## src/rtl/gip_pkg.sv

```systemverilog
package gip_pkg;
    localparam int unsigned WORD_W = 32;
    localparam int unsigned BE_W   = WORD_W / 8;

    typedef enum logic [1:0] {
        ST_IDLE,
        ST_READ,
        ST_WRITE,
        ST_FAULT
    } bus_state_t;
endpackage

```

## src/rtl/gip_sync.sv

```systemverilog
module gip_sync #(
    parameter int unsigned WIDTH  = 32,
    parameter int unsigned STAGES = 2
) (
    input  logic             clk,
    input  logic             rst_n,
    input  logic [WIDTH-1:0] async_in,
    output logic [WIDTH-1:0] sync_out
);
    logic [WIDTH-1:0] stage_q [STAGES];

    always_ff @(posedge clk or negedge rst_n) begin
        if (!rst_n) stage_q[0] <= '0;
        else        stage_q[0] <= async_in;
    end

    for (genvar s = 1; s < STAGES; s++) begin : g_stage
        always_ff @(posedge clk or negedge rst_n) begin
            if (!rst_n) stage_q[s] <= '0;
            else        stage_q[s] <= stage_q[s-1];
        end
    end

    assign sync_out = stage_q[STAGES-1];
endmodule

```

## src/rtl/gip_capture.sv

```systemverilog
module gip_capture
    import gip_pkg::*;
#(
    parameter int unsigned NUM_PINS = 24
) (
    input  logic              clk,
    input  logic              rst_n,
    input  logic [WORD_W-1:0] pin_sync,
    input  logic              en_load,
    input  logic [WORD_W-1:0] en_value,
    output logic [WORD_W-1:0] held,
    output logic              irq
);
    localparam logic [63:0]       FULL_MASK = (64'd1 << NUM_PINS) - 64'd1;
    localparam logic [WORD_W-1:0] PIN_MASK  = FULL_MASK[WORD_W-1:0];

    logic [WORD_W-1:0] mask_q;
    logic [WORD_W-1:0] rising;

    assign rising = pin_sync & mask_q & ~held;

    always_ff @(posedge clk or negedge rst_n) begin
        if (!rst_n) begin
            mask_q <= '0;
            held   <= '0;
            irq    <= 1'b0;
        end else if (en_load) begin
            mask_q <= en_value & PIN_MASK;
            held   <= held & en_value;
            irq    <= 1'b0;
        end else begin
            held   <= (held & ~mask_q) | (pin_sync & mask_q);
            irq    <= |rising;
        end
    end

    // disabled bits keep their value when no load happens
    assert_hold_disabled_R6: assert property (@(posedge clk) disable iff (!rst_n)
        !en_load |=> ((held ^ $past(held)) & ~$past(mask_q)) == '0);

    // a load clears every bit not present in the new mask
    assert_load_masks_R8: assert property (@(posedge clk) disable iff (!rst_n)
        en_load |=> (held & ~$past(en_value)) == '0);

    // a pulse always coincides with a bit that just went high
    assert_irq_on_rise_R7: assert property (@(posedge clk) disable iff (!rst_n)
        irq |-> (held & ~$past(held)) != '0);

    // bits above the pin count never become set
    assert_upper_clear_R3: assert property (@(posedge clk) disable iff (!rst_n)
        1'b1 |=> (held & ~PIN_MASK) == '0);
endmodule

```

## src/rtl/gip_bus.sv

```systemverilog
module gip_bus
    import gip_pkg::*;
#(
    parameter int unsigned ADDR_W   = 4,
    parameter int unsigned NUM_PINS = 24
) (
    input  logic              clk,
    input  logic              rst_n,
    input  logic              req,
    input  logic              we,
    input  logic [ADDR_W-1:0] addr,
    input  logic [BE_W-1:0]   be,
    input  logic [WORD_W-1:0] held,
    output logic              rsp_valid,
    output logic              rsp_err,
    output logic [WORD_W-1:0] rsp_data
);
    localparam logic [63:0]       FULL_MASK = (64'd1 << NUM_PINS) - 64'd1;
    localparam logic [WORD_W-1:0] PIN_MASK  = FULL_MASK[WORD_W-1:0];

    bus_state_t state_q, state_d;
    logic       bad_access;

    assign bad_access = (be != {BE_W{1'b1}}) || (addr != '0);

    always_ff @(posedge clk or negedge rst_n) begin
        if (!rst_n) state_q <= ST_IDLE;
        else        state_q <= state_d;
    end

    always_comb begin
        state_d = ST_IDLE;
        if (req) begin
            if (bad_access) state_d = ST_FAULT;
            else if (we)    state_d = ST_WRITE;
            else            state_d = ST_READ;
        end
    end

    always_comb begin
        rsp_valid = 1'b0;
        rsp_err   = 1'b0;
        rsp_data  = '0;
        unique case (state_q)
            ST_IDLE:  ;
            ST_READ: begin
                rsp_valid = 1'b1;
                rsp_data  = held;
            end
            ST_WRITE: rsp_valid = 1'b1;
            ST_FAULT: begin
                rsp_valid = 1'b1;
                rsp_err   = 1'b1;
            end
            default:  ;
        endcase
    end

    assert_resp_next_R1: assert property (@(posedge clk) disable iff (!rst_n)
        req |=> rsp_valid);

    assert_bad_access_R2: assert property (@(posedge clk) disable iff (!rst_n)
        (req && bad_access) |=> (rsp_err && rsp_data == '0));

    assert_upper_zero_R3: assert property (@(posedge clk) disable iff (!rst_n)
        rsp_valid |-> (rsp_data & ~PIN_MASK) == '0);

    assert_write_silent_R4: assert property (@(posedge clk) disable iff (!rst_n)
        (req && we && !bad_access) |=> (!rsp_err && rsp_data == '0));
endmodule

```

## src/rtl/gated_input_port.sv

```systemverilog
module gated_input_port
    import gip_pkg::*;
#(
    parameter int unsigned NUM_PINS    = 24,
    parameter int unsigned SYNC_STAGES = 2,
    parameter int unsigned ADDR_W      = 4
) (
    input  logic              clk,
    input  logic              rst_n,
    input  logic [31:0]       pin_in,
    input  logic              en_load,
    input  logic [31:0]       en_value,
    input  logic              bus_req,
    input  logic              bus_we,
    input  logic [ADDR_W-1:0] bus_addr,
    input  logic [3:0]        bus_be,
    output logic              rsp_valid,
    output logic              rsp_err,
    output logic [31:0]       rsp_data,
    output logic              irq_pulse
);
    logic [WORD_W-1:0] pin_sync;
    logic [WORD_W-1:0] held;

    gip_sync #(.WIDTH(WORD_W), .STAGES(SYNC_STAGES)) u_sync (
        .clk      (clk),
        .rst_n    (rst_n),
        .async_in (pin_in),
        .sync_out (pin_sync)
    );

    gip_capture #(.NUM_PINS(NUM_PINS)) u_capture (
        .clk      (clk),
        .rst_n    (rst_n),
        .pin_sync (pin_sync),
        .en_load  (en_load),
        .en_value (en_value),
        .held     (held),
        .irq      (irq_pulse)
    );

    gip_bus #(.ADDR_W(ADDR_W), .NUM_PINS(NUM_PINS)) u_bus (
        .clk       (clk),
        .rst_n     (rst_n),
        .req       (bus_req),
        .we        (bus_we),
        .addr      (bus_addr),
        .be        (bus_be),
        .held      (held),
        .rsp_valid (rsp_valid),
        .rsp_err   (rsp_err),
        .rsp_data  (rsp_data)
    );
endmodule

```

## config.mk

```make
export PLATFORM = sky130hd
export DESIGN_NAME = gated_input_port
export DESIGN_NICKNAME = d
export VERILOG_FILES = /design/src/rtl/gip_pkg.sv /design/src/rtl/gip_sync.sv /design/src/rtl/gip_capture.sv /design/src/rtl/gip_bus.sv /design/src/rtl/gated_input_port.sv
export SDC_FILE = /design/constraint.sdc
export NUM_CORES = 1
export LEC_CHECK = 0
export CORE_ASPECT_RATIO = 1.1
export CORE_MARGIN = 5
export CORE_UTILIZATION = 40
export CTS_BUF_LIST = sky130_fd_sc_hd__clkbuf_2 sky130_fd_sc_hd__clkbuf_4 sky130_fd_sc_hd__clkbuf_8
export DETAILED_ROUTE_END_ITERATION = 12
export DONT_BUFFER_PORTS = 1
export MAX_ROUTING_LAYER = met4
export PLACE_DENSITY_LB_ADDON = 0.2
export SETUP_SLACK_MARGIN = 0.1
export SYNTH_ARGS = -nofsm -noshare
export SYNTH_HDL_FRONTEND = slang
export SYNTH_SLANG_ARGS = --single-unit
```

## constraint.sdc

```tcl
create_clock -name clk -period 1.1 [get_ports clk]
set_clock_uncertainty 0.1 [all_clocks]
set_input_delay 0.055 -clock clk [delete_from_list [all_inputs] [get_ports clk]]
set_output_delay 0.055 -clock clk [all_outputs]
set_load 0.005 [all_outputs]
```

After elaboration in Yosys (flattened, before gate mapping)
Index checks and enable logic that the tools add are counted.

word-level totals
  word-level logic and storage cells = 29
  output and inout port bits = 35
  register bits after elaboration = 123

operators by class
  reduce and logical (&&, ||, !) cells = 4
  equal/unequal tests = 4
  mux-type cells = 8
  bitwise operators = 7

operators with widths
  operator            number
  $and 32x32->32      3
  $mux 32             2
  $and 32x24->32      1
  $not 24->32         1
  $not 32->32         1
  $or 32x32->32       1
  $reduce_or 32->1    1
  $mux 2              3
  $eq 2x2->1 const B  2
  $ne 4x4->1 const B  1
  $reduce_bool 4->1   1
  $mux 1              3
  $reduce_or 3->1     1
  $eq 2x1->1 const B  1
  $logic_or 1x1->1    1

Logic depth before layout (Yosys ltp)
Gate-level depths: netlist of the first run.

  depth in word-level cells = 4
  mapped depth = 4

Cells and area by module
Synthesis of the first run repeated with hierarchy kept, for this count alone.

unflattened totals
  cells, all modules = 360
  area total of the unflattened synthesis = 4827.1 µm²

modules (own cells, without submodules)
  module       instances  area each (µm²)  cells an instance
  gip_capture  1          2612.5           218
  gip_sync     1          1841.8           96
  gip_bus      1          372.9            46

Worst setup path before layout of the first run
Ideal clock, no wire load.

  path type = flip-flop to flip-flop
  start point = register u_capture.mask_q[17]
  end point = register u_capture.irq
  path buffers = 0
  setup time = 136 ps
  data arrival time = 866 ps
  stages on the path, launching flop included = 5
  clock period less this slack = 1101 ps
  setup slack = -1 ps
  path through = dfrtp_1 > nand3b_1 > o21ai_0 > nor4_1 > a31oi_1

on the way
  cells in the longest elaborated chain, start to end = 4

ends and longest elaborated chain
  item                    line               RTL
  start, declared         gip_capture.sv:17  logic [WORD_W-1:0] mask_q;
  start signal, assigned  gip_capture.sv:28  mask_q <= en_value & PIN_MASK;
  $and 32x24->32          gip_capture.sv:20  assign rising = pin_sync & mask_q & ~held;
  $and 32x32->32          gip_capture.sv:20
  $reduce_or 32->1        gip_capture.sv:33  irq <= |rising;
  $mux 1                  gip_capture.sv:27  end else if (en_load) begin
  end signal, assigned    gip_capture.sv:33
  end, declared           gip_capture.sv:12  output logic irq

No other way between the ends.
A chain may end at the register's enable or synchronous reset.

Final worst setup path of the first run
  start point = register u_bus.state_q[1]
  end point = output rsp_data[10]

on the way
  cells in the longest elaborated chain, start to end = 2

ends and longest elaborated chain
  item                    line                    RTL
  start, declared         gip_bus.sv:21           bus_state_t state_q, state_d;
  start signal, assigned  gip_bus.sv:28           else state_q <= state_d;
  $eq 2x1->1              gip_bus.sv:44           unique case (state_q)
  $mux 32                 gip_bus.sv:44
  end, declared           gated_input_port.sv:19  output logic [31:0] rsp_data,

No other way between the ends.

==> impl_metrics.csv, run 1 <==
group,metric,value,unit
sta,maxSlewHeadroom,70.2,%
cts,htreeDepth,3,
cts,cts_sinks,107,
cts,cts_buffers,9,
floorplan,rows,38,
worst_setup_path,max_stage_delay,420,ps
floorplan,die-area,12200,um2
floorplan,core_area,9890,um2
flow_run,maxCapViolCount,0,
final_layout,layout-drive-gt1-share,24.6,%
sta,max_clock_freq,693,MHz
final_layout,area.growth.synth_to_final,34.4,%
final_layout,final_common_cell,"dfrtp_1",
routing,first_pass_iters,4,
power,leakage,0.00249,uW
final_layout,final_util,55.1,%
sta,grt_setup_unrepaired,"yes",
floorplan,start_util,41.0,%
worst_setup_path,worst-path-buf-inv,1,
worst_setup_path,path_cells,"nor2b_4 > buf_6 > and2_1",
synthesis,netlist-cell-type-count,21,
sta,min_period,1440,ps
routing,dr_total_vias,2655,
power,power_density,1430,nW/um2
grt,grtUsageTotal,14.8,%
sta,hold_ws,-712,ps
synthesis,synthesis.nets,387,
floorplan,boundaryPins,112,
placed_design,io_buffers,0,
placed_design,place_congestion,0.710,
routing,wl_per_cell,15.6,um
worst_setup_path,crit_type,"register to output port",
run_status,violations,"negative hold slack, negative setup slack",
power,power,7780,uW
worst_setup_path,worstPathArrival,1290,ps
routing,drtIter0Drc,94,
grt,grt.overflow.total,0,
sta,final_max_slew_viol_count,0,
synthesis,ys_seq_area_share,66.1,%
synthesis,yosysWarningCount,0,
cts,cts_hold_buffers,54,
grt,grt_pass1_wl,13.8,mm
grt,grt_start_max_net_pins,108,
sta,finalCritPeriodShare,131,%
sta,tightest_slew,443,ps
final_layout,fin_area,5450,um2
final_layout,num-fill-cells,833,
worst_setup_path,worst_setup_path_end_kind,"output port",
min_path,hold_class,"primary input to asynchronous set/reset pin",
worst_setup_path,path_max_fanout,10,
routing,route.detailed.drc,0,
final_layout,layout.nets,493,
cts,clkTransAtPathRegs,90,ps
worst_setup_path,startpoint_type,"register",
grt,grt_pass1_vias,2733,
placed_design,post_dp_cell_area,4530,um2
synthesis,netlist_instances,310,
grt,antenna_found_initial,0,
synthesis,syn_area,4050,um2
placed_design,dpl.hpwl,5.47,mm
routing,finalWirelength,8.38,mm
routing,ant_nets,0,
cts,tritoncts,"done",
run_status,outcome,"finished, violations left",
worst_setup_path,crit_family,"flip-flops",
power,peakVddDrop,0.956,mV
cts,clockBufferDepth,2,
synthesis,syn_area_per_cell,13.1,um2
floorplan,die_w,106,um
sta,hold_viol,166,
worst_setup_path,critPathSlowestCell,"dfrtp_1",
sta,finalSetupViolCount,35,
floorplan,die_h,116,um
routing,viasPerCell,4.93,
final_layout,mostFrequentLayoutCells,"107 x dfrtp_1, 54 x dlygate4sd3_1, 32 x buf_4",
final_layout,antenna_cells,0,
worst_setup_path,critPathRequiredTime,940,ps
sta,setup_ws,-344,ps
cts,clk_latency,350,ps
cts,root_buffer,"clkbuf_8",
synthesis,ys_seq_elements,107,
## worst paths after layout
path | startpoint | end | slack, ps | cells past startpoint
max in group asynchronous | rst_n | u_sync.sync_out[4] | 1400 | 0
setup / recovery | u_bus.state_q[1] | rsp_data[10] | -340 | 3
hold reg to reg | u_sync.stage_q[36] | u_sync.sync_out[4] | 250 | 0
setup reg to reg | u_capture.mask_q[4] | u_capture.irq | -160 | 4
hold / removal | rst_n | u_capture.held[31] | -710 | 0
min in group clk | en_load | u_capture.irq | -330 | 1
## final cells by class
type / count / area (um2) / area share [%]
flip-flops and latches: 107 / 2680 / 49.2
multi-input cells: 183 / 1390 / 25.5
repair buffers: 107 / 1020 / 18.7
well taps: 120 / 150 / 2.76
clock buffers: 11 / 145 / 2.66
clock inverters: 3 / 40.0 / 0.735
inverters: 8 / 30.0 / 0.551
## report_power, final
part	internal (uW)	leakage, uW	switching [uW]
Clock	1110	0.0000985	1220
Sequential	4210	0.00130	155
Combinational	709	0.00110	369
## cells in the mapped netlist, drive strengths merged
cell type / number / area (um2)
mux2i: 24 / 240
nor2b: 1 / 6.26
inv: 8 / 30.0
clkbuf: 8 / 30.0
nor4: 2 / 12.5
a21boi: 9 / 67.6
nand3: 24 / 120
or4: 1 / 11.3
o31a: 1 / 8.76
nor3: 1 / 5.00
mux2: 24 / 270
o21ai: 32 / 160
and2: 33 / 206
nand2: 10 / 37.5
nand4: 2 / 12.5
a31oi: 1 / 6.26
nor2: 1 / 3.75
dfrtp: 107 / 2680
nand3b: 16 / 120
or2: 1 / 6.26
buf: 4 / 20.0
## routing by layer
layer	GRT usage [%]	routed length (um)	part of all wire, %
met1	18.8	3710	44
met2	23.3	4150	49
met3	4.12	421	5.0
met4	4.66	99	1.2
met5	-	0	0
## cells by family (layout without fill, tap and decap cells)
| group | after synthesis | count (layout) | synth area share (%) |
|---|---|---|---|
| AO/OA/AOI/OAI | 43 | 43 | 5.99 |
| AND/OR/NAND/NOR | 92 | 92 | 13.4 |
| flip-flops | 107 | 107 | 66.1 |
| multiplexers | 48 | 48 | 12.6 |
| buffers and inverters | 20 | 129 | 1.98 |
## repair_timing
item,CTS,global route
gates resized for setup,11,51
setup buffers,2,3
cloned,0,1
hold endpoints to repair,190,166
endpoints found under the setup margin,36,67
pin swaps,6,8
## through the flow
| stage | setup TNS (ps) | std cells | hold slack, ps | setup WS [ps] |
|---|---|---|---|---|
| floorplan | 0 | 310 | -341 | 10.9 |
| global placement | -334 | 468 | -337 | -280 |
| detailed placement | -305 | 468 | -336 | -278 |
| CTS | -12070 | 537 | -742 | -384 |
| global route | -13870 | 539 | -760 | -426 |
| finish | -11060 | 539 | -712 | -344 |
Power figures use the tool's default switching activity.
==> run 2: changes to the inputs <==
Settings changed: CORE_ASPECT_RATIO 1.1 to default.
Clock period 1.1 ns to 1.8 ns, I/O delays scaled along.
==> impl_metrics.csv, run 2 (synthesized netlist as in run 1, its figures left out) <==
group,metric,value,unit
run_status,outcome,"finished, violations left",
run_status,violations,"negative hold slack",
final_layout,layout-drive-gt1-share,11.6,%
grt,grtUsageTotal,14.9,%
grt,grt_pass1_vias,2753,
worst_setup_path,crit_type,"primary input to register",
placed_design,place_congestion,0.709,
cts,clkTransAtPathRegs,100,ps
cts,clockBufferDepth,2,
min_path,hold_class,"primary input to asynchronous set/reset pin",
sta,finalCritPeriodShare,89.5,%
cts,cts_hold_buffers,72,
final_layout,layout.nets,460,
routing,finalWirelength,8.28,mm
worst_setup_path,path_cells,"dlygate4sd3_1 > buf_16 > nand3_1 > dlygate4sd3_1 > o21ai_0",
routing,drtIter0Drc,98,
cts,cts_resized,0,
grt,grt_pass1_wl,14.0,mm
sta,final_max_slew_viol_count,0,
final_layout,antenna_cells,0,
worst_setup_path,crit_top_cell,"dlygate4sd3_1",
sta,setup_tns,0,ps
worst_setup_path,critPathSlowestCell,"dlygate4sd3_1",
cts,root_buffer,"clkbuf_8",
sta,min_period,1610,ps
cts,cts_sinks,107,
sta,maxSlewHeadroom,69.8,%
final_layout,fin_area,5120,um2
final_layout,area.growth.synth_to_final,26.5,%
cts,cts_buffers,9,
flow_run,maxCapViolCount,0,
floorplan,start_util,41.3,%
floorplan,die_h,111,um
cts,tritoncts,"done",
routing,viasPerCell,4.96,
worst_setup_path,path_max_fanout,72,
worst_setup_path,max_stage_delay,630,ps
placed_design,post_dp_cell_area,4190,um2
floorplan,die-area,12200,um2
sta,hold_viol,107,
sta,max_clock_freq,620,MHz
final_layout,final_util,52.2,%
routing,route.detailed.drc,0,
cts,htreeDepth,3,
floorplan,boundaryPins,112,
grt,antenna_found_initial,0,
cts,postCtsSetupBuffers,0,
final_layout,final_common_cell,"dfrtp_1",
power,peakVddDrop,0.672,mV
sta,tightest_slew,448,ps
worst_setup_path,crit_family,"buffers and inverters",
routing,ant_nets,0,
routing,wl_per_cell,15.9,um
placed_design,io_buffers,0,
sta,finalSetupViolCount,0,
power,leakage,0.00223,uW
grt,grt.overflow.total,0,
placed_design,dpl.hpwl,5.15,mm
floorplan,rows,36,
floorplan,core_area,9820,um2
final_layout,mostFrequentLayoutCells,"107 x dfrtp_1, 71 x dlygate4sd3_1, 33 x and2_1",
worst_setup_path,worst_setup_path_end_kind,"register",
worst_setup_path,worstPathArrival,1800,ps
routing,dr_total_vias,2577,
worst_setup_path,startpoint_type,"primary input",
cts,clk_latency,380,ps
floorplan,die_w,111,um
power,power_density,903,nW/um2
routing,first_pass_iters,4,
sta,grt_setup_unrepaired,"no",
grt,grt_start_max_net_pins,108,
worst_setup_path,critPathRequiredTime,1990,ps
power,power,4630,uW
sta,setup_ws,188,ps
placed_design,dp_worst_setup_slack,393,ps
worst_setup_path,worst-path-buf-inv,3,
sta,hold_ws,-704,ps
==> run 2: through the flow <==
step	hold slack, ps	instances
detailed placement	-302	433
global placement	-302	433
floorplan	-306	310
CTS	-744	520
global route	-749	520
finish	-704	520
==> run 2: cell type report <==
cell class | count | area [um2]
multi-input combinational | 183 | 1300
sequential | 107 | 2680
fill | 865 | 4690
clock buffer | 10 | 138
clock inverter | 5 | 62.6
inverter | 8 | 30.0
tap | 133 | 166
timing repair buffer | 74 | 753
==> run 2: path summary, 6_finish.rpt <==
check | end | cells past startpoint | slack, ps | start
max | register | 5 | 190 | en_load
min | u_capture.mask_q[4] | 0 | -700 | rst_n
max reg2reg | register | 3 | 330 | u_capture.mask_q[1]
min reg2reg | u_sync.sync_out[18] | 0 | 260 | u_sync.stage_q[50]
max in group asynchronous | u_sync.sync_out[10] | 0 | 2170 | rst_n
min in group clk | u_sync.stage_q[36] | 1 | 150 | pin_in[4]
==> run 2: power by group <==
group / switching [uW] / internal (uW) / total (uW) / leakage [uW]
Sequential: 133 / 2570 / 2710 / 0.00130
Combinational: 162 / 278 / 440 / 0.000840
Clock: 800 / 680 / 1480 / 0.0000950
Total: 1090 / 3530 / 4630 / 0.00223
==> run 2: worst reg2reg max path, cell delays in order (launching register included) <==
cell           delay (ps)
dfrtp_1               400
mux2i_1               200
o21ai_0                90
dlygate4sd3_1         570
==> run 2: metal layers <==
layer  wire length [um]  up-vias  global-route usage [%]
li1                   -     1213                       -
met3                436       11                    5.29
met5                  0        -                       -
met2               4120       67                    22.9
met4                147        0                    6.16
met1               3580     1286                    17.7
